### src/rtl/lmr_pkg.sv
package lmr_pkg;

    // Default geometry of the recovery pass.
    localparam int LMR_N_COEF = 256;
    localparam int LMR_COEF_W = 12;
    localparam int LMR_Q      = 3329;

    // Two-phase read per coefficient.
    typedef enum logic {
        PH_ADDR = 1'b0,
        PH_DATA = 1'b1
    } lmr_phase_e;

    typedef enum logic [1:0] {
        ST_IDLE = 2'd0,
        ST_RUN  = 2'd1,
        ST_DONE = 2'd2
    } lmr_state_e;

    typedef struct packed {
        lmr_state_e st;
        lmr_phase_e ph;
    } lmr_ctl_t;

endpackage

### src/rtl/lmr_ctrl.sv
module lmr_ctrl
    import lmr_pkg::*;
#(
    parameter int N_COEF = LMR_N_COEF,
    localparam int IDX_W = $clog2(N_COEF)
) (
    input  logic             clk,
    input  logic             rst,
    input  logic             start,
    output logic [IDX_W-1:0] idx,
    output logic             busy,
    output logic             data_ph,
    output logic             wr_en,
    output logic             clear,
    output logic             done
);

    localparam logic [IDX_W-1:0] LAST_IDX = IDX_W'(N_COEF - 1);

    lmr_ctl_t ctl_q;

    always_ff @(posedge clk) begin
        if (rst) begin
            ctl_q.st <= ST_IDLE;
            ctl_q.ph <= PH_ADDR;
            idx      <= '0;
        end else if (start && ctl_q.st != ST_RUN) begin
            ctl_q.st <= ST_RUN;
            ctl_q.ph <= PH_ADDR;
            idx      <= '0;
        end else if (ctl_q.st == ST_RUN) begin
            if (ctl_q.ph == PH_ADDR) begin
                ctl_q.ph <= PH_DATA;
            end else begin
                ctl_q.ph <= PH_ADDR;
                if (idx == LAST_IDX) begin
                    ctl_q.st <= ST_DONE;
                end else begin
                    idx <= idx + 1'b1;
                end
            end
        end
    end

    always_comb begin
        busy    = (ctl_q.st == ST_RUN);
        done    = (ctl_q.st == ST_DONE);
        data_ph = (ctl_q.ph == PH_DATA);
        wr_en   = busy && data_ph;
        clear   = start && !busy;
    end

endmodule

### src/rtl/lmr_modsub.sv
module lmr_modsub #(
    parameter int COEF_W = 12,
    parameter int Q      = 3329
) (
    input  logic [COEF_W-1:0] a,
    input  logic [COEF_W-1:0] b,
    output logic [COEF_W-1:0] w
);

    localparam logic [COEF_W-1:0] Q_V = COEF_W'(Q);

    logic [COEF_W:0] diff;

    always_comb begin
        diff = {1'b0, a} - {1'b0, b};
        // Borrow out means a < b: fold back into [0, Q).
        if (diff[COEF_W]) begin
            w = diff[COEF_W-1:0] + Q_V;
        end else begin
            w = diff[COEF_W-1:0];
        end
    end

endmodule

### src/rtl/lmr_compress.sv
module lmr_compress #(
    parameter int COEF_W = 12,
    parameter int Q      = 3329
) (
    input  logic [COEF_W-1:0] w,
    output logic              bit_o
);

    // Quarter and three-quarter points of the modulus, rounded down.
    localparam logic [COEF_W-1:0] LO_V = COEF_W'(Q / 4);
    localparam logic [COEF_W-1:0] HI_V = COEF_W'((3 * Q) / 4);

    assign bit_o = (w > LO_V) && (w <= HI_V);

endmodule

### src/rtl/lmr_msg_recover.sv
module lmr_msg_recover
    import lmr_pkg::*;
#(
    parameter int N_COEF = LMR_N_COEF,
    parameter int COEF_W = LMR_COEF_W,
    parameter int Q      = LMR_Q,
    localparam int IDX_W = $clog2(N_COEF)
) (
    input  logic              clk,
    input  logic              rst,
    input  logic              start,
    output logic [IDX_W-1:0]  a_addr,
    input  logic [COEF_W-1:0] a_rdata,
    output logic [IDX_W-1:0]  b_addr,
    input  logic [COEF_W-1:0] b_rdata,
    output logic [N_COEF-1:0] msg,
    output logic              done
);

    logic [IDX_W-1:0]  idx;
    logic              busy;
    logic              data_ph;
    logic              wr_en;
    logic              clear;
    logic [COEF_W-1:0] w_val;
    logic              w_bit;

    lmr_ctrl #(
        .N_COEF (N_COEF)
    ) u_ctrl (
        .clk     (clk),
        .rst     (rst),
        .start   (start),
        .idx     (idx),
        .busy    (busy),
        .data_ph (data_ph),
        .wr_en   (wr_en),
        .clear   (clear),
        .done    (done)
    );

    lmr_modsub #(
        .COEF_W (COEF_W),
        .Q      (Q)
    ) u_modsub (
        .a (a_rdata),
        .b (b_rdata),
        .w (w_val)
    );

    lmr_compress #(
        .COEF_W (COEF_W),
        .Q      (Q)
    ) u_compress (
        .w     (w_val),
        .bit_o (w_bit)
    );

    assign a_addr = idx;
    assign b_addr = idx;

    always_ff @(posedge clk) begin
        if (rst) begin
            msg <= '0;
        end else if (clear) begin
            msg <= '0;
        end else if (wr_en) begin
            msg[idx] <= w_bit;
        end
    end

endmodule

### config.mk
export PLATFORM = sky130hd
export DESIGN_NAME = lmr_msg_recover
export DESIGN_NICKNAME = d
export VERILOG_FILES = /design/src/rtl/lmr_pkg.sv /design/src/rtl/lmr_ctrl.sv /design/src/rtl/lmr_modsub.sv /design/src/rtl/lmr_compress.sv /design/src/rtl/lmr_msg_recover.sv
export SDC_FILE = /design/constraint.sdc
export NUM_CORES = 1
export LEC_CHECK = 0
export BUFFER_PORTS_ARGS = -buffer_cell sky130_fd_sc_hd__buf_2
export CAP_MARGIN = 25
export CELL_PAD_IN_SITES_DETAIL_PLACEMENT = 1
export CELL_PAD_IN_SITES_GLOBAL_PLACEMENT = 1
export CORE_UTILIZATION = 41
export CTS_BUF_LIST = sky130_fd_sc_hd__clkbuf_4 sky130_fd_sc_hd__clkbuf_8
export CTS_CLUSTER_SIZE = 25
export DETAILED_ROUTE_END_ITERATION = 7
export PLACE_DENSITY_LB_ADDON = 0.1
export SLEW_MARGIN = 20
export SYNTH_ARGS = -nofsm -noshare
export SYNTH_HDL_FRONTEND = slang
export SYNTH_SLANG_ARGS = --single-unit
### constraint.sdc
create_clock -name clk -period 4.6 [get_ports clk]
set_input_delay 0.23 -clock clk [delete_from_list [all_inputs] [get_ports clk]]
set_output_delay 0.23 -clock clk [all_outputs]
set_load 0.05 [all_outputs]
# Word-level counts from Yosys, hierarchy flattened
# Index checks and enable logic that the tools add are counted.
# Widths: inputs -> output; s select.
[totals]
output_inout_bits = 273
ff_bits = 267
[classes]
order_cmp = 4
muxes = 9
n_eq_ne = 4
add_sub_neg = 3
n_reduce_logical = 14
n_bitwise = 1
[ops]
columns = ["cell", "count"]
rows = [
  ["$bwmux 256", 1],
  ["$sub 12x12->13", 1],
  ["$add 12x12->12 const B", 1],
  ["$gt 12x10->1 const B", 1],
  ["$le 12x12->1 const B", 1],
  ["$mux 12", 1],
  ["$lt 8x9->1 const B", 1],
  ["$reduce_and 3->1", 3],
  ["$add 8x1->8 const B", 1],
  ["$demux 1 s8", 1],
  ["$eq 8x8->1 const B", 1],
  ["$ge 8x1->1 const B", 1],
  ["$reduce_bool 2->1", 3],
  ["$logic_and 1x1->1", 5],
  ["$mux 1", 4],
  ["$mux 2", 2],
  ["$reduce_or 2->1", 2],
  ["$eq 2x1->1 const B", 1],
  ["$eq 2x2->1 const B", 1],
  ["$ne 2x1->1 const B", 1],
  ["$logic_not 1->1", 1],
  ["$not 1->1", 1],
]

# Longest topological paths before layout
[logic_depth]
depth_word = 6
ltp_mapped = 17

# Hierarchy
# Synthesis repeated with hierarchy kept, for this count alone.
[hier_totals]
cells_unflattened = 1386
area_unflattened_um2 = 12597.1
[modules_own_cells]
columns = ["module", "area_each_um2", "cells_each", "n_inst"]
rows = [
  ["lmr_msg_recover", 11170.7, 1208, 1],
  ["lmr_modsub", 785.8, 107, 1],
  ["lmr_ctrl", 550.5, 60, 1],
  ["lmr_compress", 90.1, 11, 1],
]

# Worst setup path after synthesis
# No wires, ideal clock.
[synth_path]
kind = "input -> register"
start = "in a_rdata[0]"
end = "reg msg[156]"
path_stages = 16
t_arrival_ns = 3.405
t_required_ns = 4.479
setup_slack_ns = 1.074
cell_sequence = "inv_1 > ha_1 > inv_1 > fa_1 > a211oi_1 > o211a_1 > nor3_1 > or2_1 > buf_2 > o31ai_2 > a211oi_2 > xnor3_1 > a32o_1 > buf_4 > buf_6 > mux2_2"
[synth_between]
elab_chain_cells = 6
word_cells_on_any_way = 7
classes_between = "add/sub: 2; order compare: 2; mux: 2; reduce/logical: 1"
[synth_rtl]
columns = ["element", "line_no", "rtl"]
rows = [
  ["start: declaration", "lmr_msg_recover.sv:13", "input logic [COEF_W-1:0] a_rdata,"],
  ["$sub 12x12->13 (*)", "lmr_modsub.sv:15", "diff = {1'b0, a} - {1'b0, b};"],
  ["$add 12x12->12", "lmr_modsub.sv:18", "w = diff[COEF_W-1:0] + Q_V;"],
  ["$mux 12 (*)", "lmr_modsub.sv:17", "if (diff[COEF_W]) begin"],
  ["$gt 12x10->1 / $le 12x12->1 (equally long branches)", "lmr_compress.sv:13", "assign bit_o = (w > LO_V) && (w <= HI_V);"],
  ["$logic_and 1x1->1 (*)", "lmr_compress.sv:13", ""],
  ["$bwmux 256 (*)", "lmr_msg_recover.sv:68", "msg[idx] <= w_bit;"],
  ["end signal: indexed assignment", "lmr_msg_recover.sv:68", ""],
  ["end: declaration", "lmr_msg_recover.sv:16", "output logic [N_COEF-1:0] msg,"],
]
# Mark *: on every way between the ends. The rest lies on a longest branch, timed or not.
# A chain may end at the register's enable or synchronous reset.

# Final worst setup path
[layout_path]
start = "in a_rdata[0]"
end = "reg msg[140]"
# Same word-level chain as after synthesis.

==> metrics.txt <==
maxcap violations=0; largest net degree at the start of global routing=roughly 200; CP required=between 5 and 6 ns; Largest delay share family, worst path=compound AO/OA/AOI/OAI gates; minimum clock period=approximately 3.6 ns; Starting Density=42.0%; vias=approximately 12k; Initial DRT Pass Iterations=5; syn_nets=between 1k and 1.5k; top-area cell type share of the netlist area=around 44%; cell row count=62; grt ovf=0; Critical Path AT=about 4 ns; most area-hungry cell type in the Yosys netlist=dfxtp_1; share of layout cells above drive strength 1=40.5%; placed insts=1983; CP max FO=70; final setup fails=0; Synthesis Warnings=0; worst slew pin tran=roughly 1 ns; Place WS=between 0.4 and 0.5 ns; slew margin rel.=between 30% and 40%; Die Area=0.0303 sq mm; initial antenna violation count=0; Mapped Area=between 0.01 and 0.015 sq mm; fin cells=2067; first-pass GRT wire length=roughly 62000 um; slack of the critical path=around 1 ns; RD Place Congestion=0.736; Layout area overhead=22.5%; Die X=approximately 170 um; CTS max path bufs=3; mean area per synthesized cell=8.44 sq um; logic gate share of total power=10.9%; core area=0.0289 sq mm; number of global-route vias before repair=between 10k and 15k; Critical Path Most Common Cell=inv_1; First DRT Iteration DRCs=670; ys flop type=dfxtp_1; antenna fix cells=0; Min-Delay Endpoint=u_ctrl.idx[4]; fin util=between 50% and 60%; Sinks on Clock Net=~270; max-slew violations=0; input/output buffers=roughly 300; nets@finish=about 1.7k; drt wl/cell=approximately 19 um; synth top area cells=dfxtp_1 (44%), a31o_2 (16%), a21oi_1 (9.7%); Die Height=roughly 170 um; sequential share of the synthesized area=between 40% and 50%; peak supply drop=~0.18 mV; H-tree levels=2; GR Util All Layers=between 20% and 30%; post-DP HPWL=around 25000 um; worst path buffer plus inverter count=4; skew final=0.0321 ns; root buf cell=clkbuf_8; Net Sw Frac=roughly 27%; Ports=300; Num CTS Buffers=46; fmax=278 MHz; asr flop ratio synth=0%; Synth cell types=60; Worst R2R Start=u_ctrl.idx[0]; Reg power frac=a little under half; flops & latches, synth=roughly 270; clock share of power=between 40% and 50%; Detailed Route WL=roughly 40000 um; Hold Crit Start=start; maximum single-stage delay on the critical path=around 0.48 ns; PwrDens=about 340 mW/mm^2; Hold/Removal Path Class=in -> reg; Lkg Pwr=6.95 nW; flop2flop setup slack=1.34 ns; DR vias/cell=about 5.6; Hold Path Depth=4; CTS tree=yes; status=complete, no violations; Sum Neg Setup Slack=0 ns; Antenna Nets Post-Route=0; r2r endpoint=u_ctrl.ctl_q[1]; RSZ-0062 raised after global routing=no; final hold vios=0; CP startpoint kind=input pin; most frequent cells in the layout=buf_2 (299), nand2_1 (275), dfxtp_1 (267), a21oi_1 (234), a31o_2 (223); DR DRC count=0; most common cell after layout, fill and taps aside=buf_2; EDFF count, synth=0; Clock Latency Late Sink=between 0.5 and 0.6 ns; Cell Int Power=about 0.0037 W; Reg clk slew, reported paths=about 0.060 ns; Synth Instances=approximately 1.4k; Crit. End Element=register; Cell Chain, Critical Path=buf_2 -> inv_1 -> ha_1 -> inv_1 -> fa_1 -> a211oi_1 -> nor2_1 -> xor2_1 -> nand4_1 -> o32a_1 -> o21ai_0 -> o211ai_1 -> a32o_4 -> buf_12 -> mux2_2; CP max-delay cell=a211oi_1; NetSw=between 0.001 and 0.0015 W; period utilization=~78%; Worst R2R Path Depth=7; WS Path Type=in -> reg
[per-stage QoR]
step	hold slack, ns	cell area (sq um)	total power [W]
3_3_place_gp	0.448	13900	0.00291
3_5_place_dp	0.450	13900	0.00291
6_report	0.367	14900	0.00508
4_1_cts	0.335	14900	0.00512
2_1_floorplan	0.299	12200	0.00278
5_1_grt	0.406	14900	0.00528
[area by class of cell]
| cell class | instances | area [sq um] |
|---|---|---|
| clock buffers | 76 | 915 |
| clock inverters | 4 | 28.8 |
| fillers | 3558 | 14000 |
| inverters | 17 | 63.8 |
| multi-input cells | 985 | 6220 |
| flip-flops and latches | 267 | 5350 |
| well taps | 384 | 480 |
| repair buffers | 334 | 1840 |
[Yosys cell counts (all sizes together) (7+ instances only)]
master,count
buf,39
nor2,48
and2,7
a31o,226
xnor2,7
nor2b,10
clkbuf,133
nand2,275
inv,17
a21oi,235
nor3,10
ha,17
a31oi,24
nand2b,9
nand4,13
a41o,24
dfxtp,267
o21ai,9
xor2,10
[cell families after synthesis]
kind of cell / synth area share (%)
mux: 0.720
xor+xnor: 1.41
fa+ha+maj: 1.91
compound gates: 31.8
flops: 44.0
buf+inv: 6.53
simple gates: 13.7
[what timing repair did]
item	in CTS	in global routing
buffers inserted	0	0
hold endpoints to repair	1	0
hold buffers	2	0
setup endpoints to repair	0	0
resized for setup	0	0
[metal layers]
| metal | GRT usage [%] | vias up | part of all wire, % |
|---|---|---|---|
| li1 | - | 5594 | - |
| met1 | 32.0 | 5676 | 43 |
| met2 | 42.3 | 284 | 47 |
| met3 | 6.91 | 55 | 6.8 |
| met4 | 7.71 | 0 | 2.3 |
| met5 | 0 | - | 0 |
[power by group through the flow]
stage                     clock (W)  sequential (W)  combinational, W
after global placement            0         0.00237          0.000545
after CTS                   0.00226         0.00232          0.000549
final                       0.00221         0.00232          0.000553
after floorplan                   0         0.00237          0.000414
after global routing        0.00236         0.00232          0.000599
after detailed placement          0         0.00237          0.000546
[worst max-delay path by stage]
stage,slack [ns],to,cells past startpoint,startpoint
3_5_place_dp,0.49,msg[140],15,a_rdata[0]
5_1_grt,0.70,msg[219],16,a_rdata[0]
4_1_cts,1.02,msg[140],15,a_rdata[0]
3_3_place_gp,0.65,msg[201],16,a_rdata[0]
6_report,1.0,msg[140],15,a_rdata[0]
2_1_floorplan,1.07,msg[156],16,a_rdata[0]
[worst reg2reg max path: cells and delay by family, from the launching register on]
family / cells / cell delay [ns]
DFF: 1 / 0.49
buffers and inverters: 1 / 0.55
and+or+nand+nor: 4 / 1.41
AOI/OAI and AO/OA: 1 / 0.06
adders and majority gates: 1 / 0.63
[registers in the layout, summed over array words and instances (netlist names)]
register	flops
u_ctrl.ctl_q	2
u_ctrl.idx	8
u_ctrl.data_ph	1
msg	256
Power figures use the tool's default switching activity.
